File: config.mk
export PLATFORM = sky130hd
export DESIGN_NAME = intc_top
export DESIGN_NICKNAME = d
export VERILOG_FILES = /design/src/rtl/intc_pkg.sv /design/src/rtl/intc_pend_bank.sv /design/src/rtl/intc_level_arb.sv /design/src/rtl/intc_entry_fsm.sv /design/src/rtl/intc_top.sv
export SDC_FILE = /design/constraint.sdc
export NUM_CORES = 1
export LEC_CHECK = 0
export ABC_CLOCK_PERIOD_IN_PS = 5800
export BUFFER_PORTS_ARGS = -buffer_cell sky130_fd_sc_hd__buf_2
export CAP_MARGIN = 20
export CORE_ASPECT_RATIO = 0.9
export CORE_UTILIZATION = 55
export CTS_CLUSTER_SIZE = 16
export DETAILED_ROUTE_END_ITERATION = 10
export HOLD_SLACK_MARGIN = 0.03
export PLACE_DENSITY = 0.82
export SETUP_SLACK_MARGIN = 0.1
export SYNTH_ARGS = -nofsm -noshare
export SYNTH_HDL_FRONTEND = slang
export SYNTH_HIERARCHICAL = 1
export SYNTH_SLANG_ARGS = --single-unit
export TNS_END_PERCENT = 30
File: constraint.sdc
create_clock -name clk -period 5.8 [get_ports clk]
set_input_delay 0.29 -clock clk [delete_from_list [all_inputs] [get_ports clk]]
set_output_delay 0.29 -clock clk [all_outputs]
set_load 0.05 [all_outputs]
File: src/rtl/intc_pkg.sv
`timescale 1ns/1ps
package intc_pkg;

    localparam int NSRC = 13;
    localparam int NLVL = 5;
    localparam int NOWN = 9;
    localparam int AW   = 16;
    localparam int DW   = 8;
    localparam int CFGW = 3;
    localparam int SRCW = $clog2(NSRC);
    localparam int LVLW = $clog2(NLVL);

    localparam logic [AW-1:0] VEC_BASE   = '0;
    localparam logic [AW-1:0] VEC_SHARED = VEC_BASE + AW'(2 * NOWN);

    typedef enum logic [2:0] {
        ST_IDLE,
        ST_PUSH_PCL,
        ST_PUSH_PCH,
        ST_PUSH_FLG,
        ST_VEC_HI,
        ST_VEC_LO,
        ST_CAP_LO,
        ST_LAUNCH
    } seq_st_e;

    typedef struct packed {
        logic [SRCW-1:0] src;
        logic [AW-1:0]   vec;
    } winner_t;

    typedef struct packed {
        logic [AW-1:0] pc;
        logic [DW-1:0] flags;
        logic [AW-1:0] sp;
    } ctx_t;

    // Level of each source.
    function automatic logic [LVLW-1:0] src_level(input int s);
        if (s < 2)      return LVLW'(0);
        else if (s < 4) return LVLW'(1);
        else if (s < 6) return LVLW'(2);
        else if (s < 9) return LVLW'(3);
        else            return LVLW'(4);
    endfunction

    // Vector address: own two-byte slot, or the common slot.
    function automatic logic [AW-1:0] src_vector(input int s);
        if (s < NOWN) return VEC_BASE + AW'(2 * s);
        else          return VEC_SHARED;
    endfunction

    // Level found at rank position pos (0 = served first) for a config.
    function automatic logic [LVLW-1:0] rank_level(input logic [CFGW-1:0] cfg,
                                                   input int pos);
        int c;
        c = int'(cfg);
        if (c < NLVL)  return LVLW'((c + pos) % NLVL);
        else if (c == 5) return LVLW'(4 - pos);
        else if (c == 6) return LVLW'((2 - pos + NLVL) % NLVL);
        else             return LVLW'((NLVL - pos) % NLVL);
    endfunction

endpackage

File: src/rtl/intc_pend_bank.sv
`timescale 1ns/1ps
module intc_pend_bank #(
    parameter int N = intc_pkg::NSRC
) (
    input  logic         clk,
    input  logic         rst,
    input  logic [N-1:0] set_i,
    input  logic [N-1:0] sw_clr_i,
    input  logic [N-1:0] hw_clr_i,
    output logic [N-1:0] pend_o
);

    for (genvar i = 0; i < N; i++) begin : g_flag
        logic flag_q;
        always_ff @(posedge clk) begin
            if (rst)
                flag_q <= 1'b0;
            else if (set_i[i])
                flag_q <= 1'b1;
            else if (sw_clr_i[i] || hw_clr_i[i])
                flag_q <= 1'b0;
        end
        assign pend_o[i] = flag_q;
    end

endmodule

File: src/rtl/intc_level_arb.sv
`timescale 1ns/1ps
module intc_level_arb
    import intc_pkg::*;
#(
    parameter int N = NSRC,
    parameter int L = NLVL
) (
    input  logic [N-1:0]    pend_i,
    input  logic            ie_i,
    input  logic [L-1:0]    lvl_mask_i,
    input  logic [CFGW-1:0] cfg_i,
    output logic            valid_o,
    output winner_t         win_o
);

    logic [N-1:0] elig;

    for (genvar s = 0; s < N; s++) begin : g_elig
        assign elig[s] = pend_i[s] & ie_i & lvl_mask_i[src_level(s)];
    end

    always_comb begin
        logic found;
        logic [LVLW-1:0] lv;
        found = 1'b0;
        win_o = '0;
        for (int pos = 0; pos < L; pos++) begin
            lv = rank_level(cfg_i, pos);
            for (int s = 0; s < N; s++) begin
                if (!found && elig[s] && (src_level(s) == lv)) begin
                    found     = 1'b1;
                    win_o.src = SRCW'(s);
                    win_o.vec = src_vector(s);
                end
            end
        end
        valid_o = found;
    end

endmodule

File: src/rtl/intc_entry_fsm.sv
`timescale 1ns/1ps
module intc_entry_fsm
    import intc_pkg::*;
(
    input  logic          clk,
    input  logic          rst,
    input  logic          go_i,
    input  winner_t       win_i,
    input  ctx_t          ctx_i,
    input  logic [DW-1:0] mem_rdata_i,
    output logic          busy_o,
    output logic [AW-1:0] mem_addr_o,
    output logic          mem_we_o,
    output logic          mem_re_o,
    output logic [DW-1:0] mem_wdata_o,
    output logic          start_o,
    output logic [AW-1:0] start_pc_o,
    output logic [AW-1:0] sp_o
);

    seq_st_e       st_q, st_n;
    winner_t       win_q;
    ctx_t          ctx_q;
    logic [DW-1:0] hi_q, lo_q;

    always_comb begin
        st_n = st_q;
        unique case (st_q)
            ST_IDLE:     if (go_i) st_n = ST_PUSH_PCL;
            ST_PUSH_PCL: st_n = ST_PUSH_PCH;
            ST_PUSH_PCH: st_n = ST_PUSH_FLG;
            ST_PUSH_FLG: st_n = ST_VEC_HI;
            ST_VEC_HI:   st_n = ST_VEC_LO;
            ST_VEC_LO:   st_n = ST_CAP_LO;
            ST_CAP_LO:   st_n = ST_LAUNCH;
            ST_LAUNCH:   st_n = ST_IDLE;
            default:     st_n = ST_IDLE;
        endcase
    end

    always_ff @(posedge clk) begin
        if (rst) begin
            st_q  <= ST_IDLE;
            win_q <= '0;
            ctx_q <= '0;
            hi_q  <= '0;
            lo_q  <= '0;
        end else begin
            st_q <= st_n;
            if (st_q == ST_IDLE && go_i) begin
                win_q <= win_i;
                ctx_q <= ctx_i;
            end
            if (st_q == ST_VEC_LO) hi_q <= mem_rdata_i;
            if (st_q == ST_CAP_LO) lo_q <= mem_rdata_i;
        end
    end

    always_comb begin
        mem_addr_o  = '0;
        mem_we_o    = 1'b0;
        mem_re_o    = 1'b0;
        mem_wdata_o = '0;
        unique case (st_q)
            ST_PUSH_PCL: begin
                mem_we_o    = 1'b1;
                mem_addr_o  = ctx_q.sp - AW'(1);
                mem_wdata_o = ctx_q.pc[DW-1:0];
            end
            ST_PUSH_PCH: begin
                mem_we_o    = 1'b1;
                mem_addr_o  = ctx_q.sp - AW'(2);
                mem_wdata_o = ctx_q.pc[AW-1:DW];
            end
            ST_PUSH_FLG: begin
                mem_we_o    = 1'b1;
                mem_addr_o  = ctx_q.sp - AW'(3);
                mem_wdata_o = ctx_q.flags;
            end
            ST_VEC_HI: begin
                mem_re_o   = 1'b1;
                mem_addr_o = win_q.vec;
            end
            ST_VEC_LO: begin
                mem_re_o   = 1'b1;
                mem_addr_o = win_q.vec + AW'(1);
            end
            default: ;
        endcase
    end

    assign busy_o     = (st_q != ST_IDLE);
    assign start_o    = (st_q == ST_LAUNCH);
    assign start_pc_o = {hi_q, lo_q};
    assign sp_o       = ctx_q.sp - AW'(3);

endmodule

File: src/rtl/intc_top.sv
`timescale 1ns/1ps
module intc_top
    import intc_pkg::*;
(
    input  logic            clk,
    input  logic            rst,
    input  logic [NSRC-1:0] req_i,
    input  logic [NSRC-1:0] pend_clr_i,
    input  logic            ie_wr_i,
    input  logic            ie_wdata_i,
    input  logic [NLVL-1:0] lvl_mask_i,
    input  logic [CFGW-1:0] prio_cfg_i,
    input  logic            boundary_i,
    input  logic [AW-1:0]   pc_i,
    input  logic [DW-1:0]   flags_i,
    input  logic [AW-1:0]   sp_i,
    input  logic [DW-1:0]   mem_rdata_i,
    output logic [NSRC-1:0] pend_o,
    output logic            ie_o,
    output logic            busy_o,
    output logic [AW-1:0]   mem_addr_o,
    output logic            mem_we_o,
    output logic            mem_re_o,
    output logic [DW-1:0]   mem_wdata_o,
    output logic            start_o,
    output logic [AW-1:0]   start_pc_o,
    output logic [AW-1:0]   sp_o
);

    logic            arb_valid;
    winner_t         arb_win;
    logic            grant;
    logic [NSRC-1:0] auto_clr;
    logic            ie_q;
    ctx_t            ctx;

    intc_pend_bank #(.N(NSRC)) u_pend (
        .clk      (clk),
        .rst      (rst),
        .set_i    (req_i),
        .sw_clr_i (pend_clr_i),
        .hw_clr_i (auto_clr),
        .pend_o   (pend_o)
    );

    intc_level_arb #(.N(NSRC), .L(NLVL)) u_arb (
        .pend_i     (pend_o),
        .ie_i       (ie_q),
        .lvl_mask_i (lvl_mask_i),
        .cfg_i      (prio_cfg_i),
        .valid_o    (arb_valid),
        .win_o      (arb_win)
    );

    assign grant = boundary_i && arb_valid && !busy_o;

    always_comb begin
        auto_clr = '0;
        if (grant && (int'(arb_win.src) < NOWN))
            auto_clr[arb_win.src] = 1'b1;
    end

    always_ff @(posedge clk) begin
        if (rst)          ie_q <= 1'b0;
        else if (grant)   ie_q <= 1'b0;
        else if (ie_wr_i) ie_q <= ie_wdata_i;
    end
    assign ie_o = ie_q;

    assign ctx = '{pc: pc_i, flags: flags_i, sp: sp_i};

    intc_entry_fsm u_seq (
        .clk         (clk),
        .rst         (rst),
        .go_i        (grant),
        .win_i       (arb_win),
        .ctx_i       (ctx),
        .mem_rdata_i (mem_rdata_i),
        .busy_o      (busy_o),
        .mem_addr_o  (mem_addr_o),
        .mem_we_o    (mem_we_o),
        .mem_re_o    (mem_re_o),
        .mem_wdata_o (mem_wdata_o),
        .start_o     (start_o),
        .start_pc_o  (start_pc_o),
        .sp_o        (sp_o)
    );

endmodule

After elaboration in Yosys (flattened, before gate mapping)
Cells that the tools add are included.
Widths: inputs -> output; s select.

storage, ports and cells
  word-level logic and storage cells = 508
  output and inout port bits = 74
  register bits after elaboration = 89
  input port bits = 87

operators by class
  reductions and logical operators = 235
  muxes and demuxes = 179
  order comparisons = 4
  div/mod/pow operators = 5
  equal/unequal tests = 30
  add/sub/neg operators = 8
  bitwise gates (word level) = 26

operator list
  operator               number
  $mux 20                57
  $logic_and 1x1->1      134
  $mod 32x4->32 const B  4
  $mux 1                 94
  $pmux 16 s5            1
  $mux 19                4
  $logic_not 1->1        65
  $mux 3                 13
  $mux 18                2
  $mod 4x4->32 const B   1
  $sub 16x2->16 const B  2
  $eq 2x3->1 const A     10
  $and 1x1->1            26
  $reduce_bool 2->1      13
  $pmux 3 s8             1
  $pmux 8 s3             1
  $logic_not 3->1        6
  $mux 17                1
  $add 16x1->16 const B  1
  $sub 16x1->16 const B  1
  $eq 1x3->1 const A     5
  $eq 3x3->1 const A     5
  $eq 3x3->1 const B     5
  $logic_or 1x1->1       13
  other kinds (16)       22

Longest topological paths before layout
Gate-level depths: netlist (run 1).

  word-level depth = 271
  depth in mapped cells = 24
  mapped depth without buffers = 21

Cells and area by module
Netlist (run 1), hierarchy kept.

modules (own cells, without submodules)
  module          area an instance (um^2)  instances  cells an instance  seq. area each (um^2)
  intc_entry_fsm  4,489.3                  1          610                1,501.4
  intc_level_arb  2,034.5                  1          301                0.0
  intc_pend_bank  590.6                    1          66                 260.2
  intc_top        153.9                    1          21                 20.0

Least setup slack after synthesis (run 1)
OpenSTA, ideal clock, no wires.

  path kind = input-to-reg
  start = input port prio_cfg_i[0]
  end = register u_pend.g_flag[6].flag_q
  buffers on the path = 2
  setup slack = 990 ps
  data required time = 5,730 ps
  setup time = 70 ps
  arrival = 4,740 ps
  stages on the path = 23
  path through = buf_2 -> inv_1 -> ha_1 -> clkbuf_1 -> xnor2_2 -> inv_1 -> ha_1 -> o31ai_1 -> xnor2_1 -> ha_1 -> nand2b_1 -> and2_1 -> a211o_1 -> mux2i_1 -> a22oi_1 -> nand3_1 -> nor4_1 -> nor2_1 -> o31ai_2 -> nand2b_1 -> nor3_1 -> or3b_1 -> a21oi_1

RTL lines
  element               line                  text
  start, declared       intc_top.sv:12        input logic [CFGW-1:0] prio_cfg_i,
  end signal, assigned  intc_pend_bank.sv:17  flag_q <= 1'b0;
  end signal, assigned  intc_pend_bank.sv:19  flag_q <= 1'b1;
  end signal, assigned  intc_pend_bank.sv:21  flag_q <= 1'b0;
  end, declared         intc_pend_bank.sv:14  logic flag_q;

==> results_dict.tcl, run 1 <==
set metrics [dict create \
    outcome "completed" \
    cp-end-kind "flop" \
    hold_class "in2reg" \
    worst_pin_slew_ps 1050 \
    cts_tree "done" \
    multi_input_area_mm2 0.00491 \
    route.detailed.drc 0 \
    rrSetupSlack_ps 1740 \
    path_buf_inv 3 \
    fin_tns_setup_ps 0 \
    synth.distinct_cells 94 \
    synth_cells 998 \
    start_kind "input pin" \
    slew_headroom_pct 30.3 \
    num_vias 7530 \
    drtIter0Drc 885 \
    antenna_found_initial 0 \
    numCtsBuffers 9 \
    fin_total_pwr_w 0.00346 \
    nFillCells 1180 \
    synth_top_family_by_area "simple AND/OR/NAND/NOR gates" \
    gp_congestion 0.947 \
    insertion_delay_ps 350 \
    cts_sinks 89 \
    crit_type "in2reg" \
    synth-edff-count 0 \
    cap_violations 0 \
    drt_wl_total_um 20900 \
    ff_latch_area_mm2 0.00178 \
    io_pins 161 \
    nets 1225 \
    hold_depth 3 \
    leakagePower_nw 3.56 \
    grt_pass1_wl_um 33100 \
    ir_drop_mv 0.306 \
    clockBufferDepth 2 \
    row_count 39 \
    portBuffers 160 \
    worst-r2r-cell-count 12 \
    post-dp-hpwl_um 15400 \
    drt_pass1_iterations 6 \
    synth-seq-cells 89 \
    avgSynthCellArea_um2 7.28 \
    rsz0062_at_grt "false" \
    critPathRequiredTime_ps 6080 \
    fp.dieW_um 123 \
    path_max_fanout 11 \
    layout_common_cells "195 x nand2_1, 161 x buf_2, 108 x a21oi_1" \
    cpPeakStageDelay_ps 460 \
    root_buffer "clkbuf_16" \
    drv_slew 0 \
    gr-total-overflow 0 \
    hold_viol 0 \
    setup_viol 0 \
    slowest_stage "o31ai_2" \
    finalNonFillerCells 1279 \
    initial_utilization_pct 56.9 \
    synth_compound_area_share_pct 21.5 \
    drive_gt1_share_pct 21.3 \
    track_usage_pct 30.4 \
    clock_skew_ps 11.7 \
    dieArea_mm2 0.0137 \
    min_from "req_i[1]" \
    place_inst 1262 \
    routed_via_density 5.89 \
    dieHeight_um 111 \
    yosysSeqAreaShare_pct 24.5 \
    grt_pass1_vias 6611 \
    crit_path_start "prio_cfg_i[1]" \
    antenna_left 0 \
    postCtsSetupBuffers 0 \
    path_delay_family "simple AND/OR/NAND/NOR gates" \
    max_freq_ghz 0.193 \
    syn2layout_area_growth_pct 13.9 \
    post-route-min-period_ps 5170 \
    layout_commonest_cell "nand2_1" \
    hold_end "u_pend/g_flag[1].flag_q" \
    grt_max_degree 90 \
    synth_area_mm2 0.00727 \
    async_flop_share_pct 0 \
    hold_buffers 0 \
    path_common_cell "ha_1" \
    synth_xor_area_share_pct 5.63 \
    r2r-end "u_pend/g_flag[2].flag_q" \
    cts_resized 0 \
    synth_fa_ha_area_share_pct 4.92 \
    worstPathCellList "buf_2 > inv_1 > ha_1 > xnor2_2 > inv_1 > ha_1 > o31ai_1 > xnor2_1 > ha_1 > nand2b_1 > and2_1 > a211o_1 > mux2i_1 > a22oi_1 > nand3_1 > nor4_1 > nor2_1 > o31ai_2 > nand2b_1 > nor3_1 > or3b_1 > a21oi_1" \
    path_clk_slew_ps 70 \
    wl_per_cell_um 16.3 \
    muxShareOfSynthArea_pct 4.46 \
    synth_simple_gate_area_share_pct 30.2 \
    crit_arrival_ps 5450 \
    ys.warnings.count 6 \
    power_per_cell_area_mw_per_mm2 418 \
    r2r_start "u_pend/g_flag[6].flag_q" \
    diodes 0 \
    htreeDepth 3 \
    yosys_most_used_dff "dfxtp_1" \
    timing.final.crit_share_pct 89.1 \
    core-area_mm2 0.0128 \
]
## cells in the mapped netlist, types with 3 or more instances
library cell,count,area [um^2]
a21oi_1,108,541
ha_1,27,338
nor4_2,3,37.5
nand2_1,196,736
buf_4,29,218
or2_2,5,31.3
mux2_2,11,124
nor4_1,15,93.8
o22ai_1,7,43.8
buf_2,22,110
o32ai_1,3,26.3
xor2_1,15,131
and2_1,5,31.3
o21ai_1,6,30.0
a22oi_1,14,105
nand3b_1,3,22.5
o21ai_0,21,105
o221ai_1,6,52.6
nand2b_1,14,87.6
inv_1,41,154
nor2_1,70,263
dfxtp_1,89,1780
xnor2_1,28,245
a31oi_1,3,18.8
nor2b_1,4,25.0
clkbuf_1,27,101
and3_1,5,31.3
or3_1,6,37.5
nand4_1,14,87.6
nand3_1,29,145
or3b_1,14,123
a211oi_1,7,52.6
or4_1,3,22.5
o2111ai_1,3,26.3
mux2i_1,20,200
nor3_2,3,30.0
nor3b_1,7,52.6
o211ai_1,11,82.6
buf_1,4,15.0
a211o_1,4,35.0
nor3_1,26,130
## layer usage
layer  wire [um]  GRT usage (%)  up-vias
met5           0              0        -
met4         281           8.19        0
met3        1750           7.41       24
met2        9230           44.8      336
met1        9650           43.7     3472
li1            -              -     3698
## worst min-delay path, cell delays in order
cell     delay (ps)
buf_2            90
inv_1            40
a21oi_1          50
## final cells by class
| class | count | area share, % |
|---|---|---|
| multi-input combinational | 796 | 59.4 |
| clock buffer | 9 | 2.72 |
| inverter | 43 | 1.95 |
| timing repair buffer | 171 | 10.8 |
| tap | 164 | 2.48 |
| clock inverter | 7 | 1.16 |
| sequential | 89 | 21.5 |
## cells by family (layout without fill, tap and decap cells)
family / Yosys count / after routing
muxes: 31 / 31
other: 2 / 16
and+or+nand+nor: 441 / 441
adders and majority gates: 28 / 28
DFF: 89 / 89
buffers and inverters: 127 / 230
AOI/OAI and AO/OA: 235 / 235
xor gates and xnor gates: 45 / 45
## where the power goes
part / switching [W] / internal [W] / leakage, nW
combinational: 0.00147 / 0.000607 / 2.68
clock: 0.000275 / 0.000348 / 0.154
sequential: 0.0000946 / 0.000670 / 0.723
## registers in the layout, indices dropped and copies added (netlist names)
register / flops
u_seq/ctx_q: 40
u_seq/win_q: 16
u_pend/g_flag.flag_q: 13
u_seq/hi_q: 8
u_seq/lo_q: 8
u_seq/st_q: 3
ie_o: 1
## stage by stage
step | instance area [um^2] | setup slack, ps | hold WS (ps) | utilization [%]
after floorplan | 7320 | 990 | 359 | -
after global placement | 7950 | 589 | 439 | 62.2
after detailed placement | 7950 | 373 | 446 | 62.2
after CTS | 8270 | 720 | 151 | 64.7
after global routing | 8280 | 244 | 169 | 64.7
final | 8280 | 630 | 166 | 64.7
## worst max path at each step
stage,end,slack (ps),cells after the start
after floorplan,u_pend/g_flag[6].flag_q,990,23
after global placement,u_pend/g_flag[6].flag_q,590,22
after detailed placement,u_pend/g_flag[2].flag_q,370,22
after CTS,u_pend/g_flag[2].flag_q,720,22
after global routing,u_pend/g_flag[2].flag_q,240,22
final,u_pend/g_flag[2].flag_q,630,22
Power figures use the tool's default switching activity.
==> inputs of run 2 (changes only) <==
--- a/config.mk
+++ b/config.mk
@@ -6,7 +6,7 @@
 export NUM_CORES = 1
 export LEC_CHECK = 0
 export ABC_CLOCK_PERIOD_IN_PS = 5800
-export BUFFER_PORTS_ARGS = -buffer_cell sky130_fd_sc_hd__buf_2
+export BUFFER_PORTS_ARGS = -buffer_cell sky130_fd_sc_hd__buf_4
 export CAP_MARGIN = 20
 export CORE_ASPECT_RATIO = 0.9
 export CORE_UTILIZATION = 55
==> run 2 against run 1 <==
- largest power group unchanged
- fmax shrank 0.42%
- first-iteration DRC count fell by 5.1%
- total power grew 3.4%
- non-clock buffer count down 3
==> results_dict.tcl, run 2 (synthesis results as in run 1) <==
set metrics [dict create \
    outcome "completed" \
    grt_pass1_wl_um 33800 \
    path_delay_family "simple AND/OR/NAND/NOR gates" \
    largest_register_ffs 40 \
    clock_skew_ps 17.6 \
    root_buffer "clkbuf_16" \
    drv_slew 0 \
    htreeDepth 3 \
    cpPeakStageDelay_ps 450 \
    crit_type "in2reg" \
    hold_ws_ps 173 \
    num_vias 7508 \
    cap_violations 0 \
    path_depth 22 \
    routed_via_density 5.88 \
    gr-total-overflow 0 \
    timing.final.crit_share_pct 89.5 \
    r2r_start "ie_o" \
    layout_common_cells "195 x nand2_1, 165 x buf_4, 108 x a21oi_1" \
    hold_depth 3 \
    nFillCells 1111 \
    hold_class "in2reg" \
    row_count 39 \
    syn2layout_area_growth_pct 19.1 \
    dieHeight_um 111 \
    antenna_left 0 \
    post-dp-hpwl_um 15400 \
    layout_commonest_cell "nand2_1" \
    rsz0062_at_grt "false" \
    cts_tree "done" \
    place_inst 1260 \
    dieArea_mm2 0.0137 \
    diodes 0 \
    drt_wl_total_um 20900 \
    clockBufferDepth 2 \
    io_pins 161 \
    drtIter0Drc 840 \
    grt_max_degree 90 \
    worstPathCellList "buf_4 > inv_1 > ha_1 > xnor2_2 > inv_1 > ha_1 > o31ai_1 > xnor2_1 > ha_1 > nand2b_1 > and2_1 > a211o_1 > mux2i_1 > a22oi_1 > nand3_1 > nor4_1 > nor2_1 > o31ai_4 > nand2b_1 > nor3_1 > or3b_1 > a21oi_1" \
    wl_per_cell_um 16.4 \
    grt_pass1_vias 6619 \
    fin_total_pwr_w 0.00358 \
    cp-end-kind "flop" \
    finalNonFillerCells 1276 \
    route.detailed.drc 0 \
    regMostFlops "u_seq/ctx_q" \
    cts_sinks 89 \
    start_kind "input pin" \
    r2r-end "u_pend/g_flag[6].flag_q" \
    path_clk_slew_ps 80 \
    antenna_found_initial 0 \
    power_per_cell_area_mw_per_mm2 413 \
    worst_pin_slew_ps 916 \
    leakagePower_nw 3.64 \
    crit_arrival_ps 5470 \
    nets 1222 \
    insertion_delay_ps 350 \
    hold_end "u_pend/g_flag[8].flag_q" \
    portBuffers 160 \
    core-area_mm2 0.0128 \
    path_max_fanout 11 \
    worst-r2r-cell-count 13 \
    max_freq_ghz 0.193 \
    initial_utilization_pct 56.9 \
    preCtsSetupSlack_ps 260 \
    ir_drop_mv 0.311 \
    slowest_stage "nor4_1" \
    drive_gt1_share_pct 21.0 \
    min_from "req_i[8]" \
    slew_headroom_pct 38.9 \
    rrSetupSlack_ps 1810 \
    path_common_cell "ha_1" \
    setup_slack_ps 608 \
    critPathRequiredTime_ps 6080 \
    hold_viol 0 \
    reg.largest.list "u_seq/ctx_q (40), u_seq/win_q (16), u_pend/g_flag.flag_q (13)" \
    drt_pass1_iterations 5 \
    track_usage_pct 30.6 \
    numCtsBuffers 9 \
    fin_tns_setup_ps 0 \
    fp.dieW_um 123 \
    setup_viol 0 \
    path_buf_inv 3 \
    post-route-min-period_ps 5190 \
    postCtsSetupBuffers 0 \
    gp_congestion 0.992 \
]
## run 2: cell types whose count changed in the layout (fill, tap and decap cells not counted), sizes merged
cell	change
buf	-3
clkinv	-1
clkbuf	+1
## run 2: final cells by class
cell class	count	area, um^2	area share, %
multi-input cells	796	4920	56.9
inverters	43	161	1.86
clock inverters	6	72.6	0.838
clock buffers	10	229	2.64
repair buffers	168	1280	14.8
flip-flops and latches	89	1780	20.6
well taps	164	205	2.37
## run 2: what timing repair did
item	4_1_cts	5_1_grt
hold buffers	0	0
setup endpoints to repair	0	2
gates resized for setup	0	1
## run 2: worst register-to-register path: cells and delay by family (launching register included)
kind	cells	cell delay [ps]
compound gates	6	1360
flops	1	620
simple gates	6	1750
buf+inv	1	190
## run 2: worst max-delay path by stage
stage	slack, ps	end	startpoint
after detailed placement	260	u_pend/g_flag[6].flag_q	prio_cfg_i[1]
after floorplan	990	u_pend/g_flag[6].flag_q	prio_cfg_i[0]
after CTS	620	u_pend/g_flag[6].flag_q	prio_cfg_i[1]
final	610	u_pend/g_flag[6].flag_q	prio_cfg_i[1]
after global routing	140	u_pend/g_flag[6].flag_q	prio_cfg_i[1]
after global placement	520	u_pend/g_flag[6].flag_q	prio_cfg_i[1]
## run 2: metrics by stage
step	utilization (%)	cell area (um^2)
detailed placement	65.3	8350
global placement	65.2	8340
CTS	67.6	8650
floorplan	-	7320
finish	67.7	8660
global route	67.7	8660
## run 2: power breakdown
group          switching (W)  internal (W)  leakage [nW]
Sequential          0.000101      0.000670         0.723
Combinational        0.00147      0.000734          2.77
Clock               0.000265      0.000340         0.144
Total                0.00183       0.00174          3.64
## run 2: routing by layer
metal,vias to the layer above,track usage (%),routed length (um)
li1,3708,-,-
met1,3467,45.7,9830
met2,316,44.5,9170
met3,17,6.43,1690
met4,0,6.99,238
met5,-,0,0
==> inputs of run 3 (changes only) <==
--- a/config.mk
+++ b/config.mk
@@ -9,11 +9,12 @@
 export BUFFER_PORTS_ARGS = -buffer_cell sky130_fd_sc_hd__buf_4
 export CAP_MARGIN = 20
 export CORE_ASPECT_RATIO = 0.9
-export CORE_UTILIZATION = 55
+export CORE_UTILIZATION = 40
+export CTS_BUF_LIST = sky130_fd_sc_hd__clkbuf_4 sky130_fd_sc_hd__clkbuf_8
 export CTS_CLUSTER_SIZE = 16
 export DETAILED_ROUTE_END_ITERATION = 10
 export HOLD_SLACK_MARGIN = 0.03
-export PLACE_DENSITY = 0.82
+export PLACE_DENSITY = 0.6
 export SETUP_SLACK_MARGIN = 0.1
 export SYNTH_ARGS = -nofsm -noshare
 export SYNTH_HDL_FRONTEND = slang
==> run 3 against run 2 <==
- first-iteration DRC count is 39% lower
- worst setup slack improved by 140 ps
- final cell count increased by 6.1%
- register-to-register slack got worse by 80 ps
- utilization shrank 19 points
- fmax is 2.8% higher
- via count decreased by 1.7%
- die area up 37%
- non-clock buffer count grew 2
- worst hold slack got worse by 44 ps
- critical path type unchanged
- largest power group unchanged
- highest routed layer unchanged
==> results_dict.tcl, run 3 (synthesis results as in run 1) <==
set metrics [dict create \
    hold_ws_ps 129 \
    worst_pin_slew_ps 947 \
    gp_congestion 0.908 \
    syn2layout_area_growth_pct 19.0 \
    fp.dieW_um 144 \
    num_vias 7382 \
    insertion_delay_ps 390 \
    crit_type "in2reg" \
    crit_arrival_ps 5360 \
    drtIter0Drc 513 \
    rsz0062_at_grt "false" \
    critPathRequiredTime_ps 6110 \
    slew_headroom_pct 36.9 \
    cts_tree "done" \
    cap_violations 0 \
    initial_utilization_pct 41.0 \
    gr-total-overflow 0 \
    routed_via_density 5.45 \
    min_from "req_i[11]" \
    portBuffers 160 \
    clock_skew_ps 17.9 \
    row_count 46 \
    core-area_mm2 0.0177 \
    numCtsBuffers 9 \
    finalNonFillerCells 1354 \
    start_kind "input pin" \
    layout_common_cells "195 x nand2_1, 168 x buf_4, 108 x a21oi_1" \
    grt_pass1_wl_um 35400 \
    htreeDepth 3 \
    outcome "completed" \
    timing.final.crit_share_pct 87.1 \
    hold_viol 0 \
    grt_max_degree 90 \
    largest_register_ffs 40 \
    p_int_w 0.00158 \
    drive_gt1_share_pct 21.3 \
    cp-end-kind "flop" \
    path_clk_slew_ps 100 \
    path_max_fanout 19 \
    nets 1224 \
    post-route-min-period_ps 5050 \
    pwr-share-comb_pct 65.5 \
    layout_commonest_cell "nand2_1" \
    max_freq_ghz 0.198 \
    regMostFlops "u_seq/ctx_q" \
    postCtsSetupBuffers 0 \
    place_inst 1338 \
    antenna_left 0 \
    grt_pass1_vias 6620 \
    fin_util_pct 48.8 \
    post-route-cell-area_mm2 0.00865 \
    drt_wl_total_um 22400 \
    cts_sinks 89 \
    antenna_found_initial 0 \
    power_frac_seq_pct 21.9 \
    crit_path_start "prio_cfg_i[0]" \
    power_per_cell_area_mw_per_mm2 397 \
    ir_drop_mv 0.280 \
    dieHeight_um 130 \
    hold_buffers 0 \
    setup_viol 0 \
    wl_per_cell_um 16.6 \
    power.switching_w 0.00185 \
    drv_slew 0 \
    io_pins 161 \
    fin_tns_setup_ps 0 \
    clockBufferDepth 2 \
    route.detailed.drc 0 \
    dieArea_mm2 0.0187 \
    nFillCells 1890 \
    post-dp-hpwl_um 16700 \
    drt_pass1_iterations 6 \
    reg.largest.list "u_seq/ctx_q (40), u_seq/win_q (16), u_pend/g_flag.flag_q (13)" \
    leakagePower_nw 3.60 \
    root_buffer "clkbuf_8" \
    placed_cell_area_mm2 0.00846 \
    cts_resized 0 \
    hold_class "in2reg" \
    diodes 0 \
    swShare_pct 53.9 \
    r2r_start "u_pend/g_flag[11].flag_q" \
    clockPowerShare_pct 12.5 \
    track_usage_pct 24.2 \
]
==> run 3: changes by cell type in the layout (fill, tap and decap cells not counted) <==
cell	change
clkbuf_16	-9
o31ai_2	+1
bufinv_16	-1
o31ai_4	-1
clkinvlp_4	+1
inv_6	-1
clkinv_4	-1
clkbuf_1	-1
buf_2	-1
clkbuf_8	+10
buf_4	+3
inv_8	+2
==> run 3: layout make-up <==
class	instances	area [um^2]	area share [%]
Sequential cell	89	1780	20.6
Inverter	43	161	1.87
Timing Repair Buffer	170	1300	15.0
Clock buffer	10	138	1.59
Tap cell	240	300	3.47
Clock inverter	6	55.1	0.636
Multi-Input combinational cell	796	4910	56.8
==> run 3: path summary, 6_finish.rpt <==
kind | depth (start not counted) | slack [ps] | end
max | 22 | 750 | u_pend/g_flag[4].flag_q
min | 3 | 130 | u_pend/g_flag[11].flag_q
max reg2reg | 12 | 1730 | u_pend/g_flag[5].flag_q
min reg2reg | 2 | 460 | u_seq/ctx_q[23]
==> run 3: power groups by stage <==
stage,clock network (W),logic (W),registers (W)
after floorplan,0,0.00167,0.000727
after global routing,0.000477,0.00241,0.000765
after CTS,0.000451,0.00225,0.000752
after global placement,0,0.00223,0.000766
final,0.000431,0.00225,0.000754
after detailed placement,0,0.00224,0.000766
==> run 3: layer usage <==
metal / global-route usage, % / share of wire, %
met1: 35.6 / 48
met2: 34.7 / 42
met3: 5.61 / 7.7
met4: 6.88 / 1.7
met5: 0 / 0
==> run 3: per-stage QoR <==
step / worst slack [ps] / total power (W)
6_report: 748 / 0.00344
5_1_grt: 318 / 0.00365
4_1_cts: 836 / 0.00345
3_5_place_dp: 457 / 0.00300
3_3_place_gp: 598 / 0.00300
2_1_floorplan: 990 / 0.00239
==> run 3: worst max-delay path, stage by stage <==
cell and delay, ps:
buf_4 220, inv_1 130, ha_1 320, xnor2_2 320, inv_1 80, ha_1 200, o31ai_1 280, xnor2_1 200
ha_1 220, nand2b_1 100, and2_1 200, a211o_1 370, mux2i_1 140, a22oi_1 350, nand3_1 230, nor4_1 430
nor2_1 140, o31ai_2 350, buf_4 190, nor4_1 50, or3b_1 400, a21oi_1 150
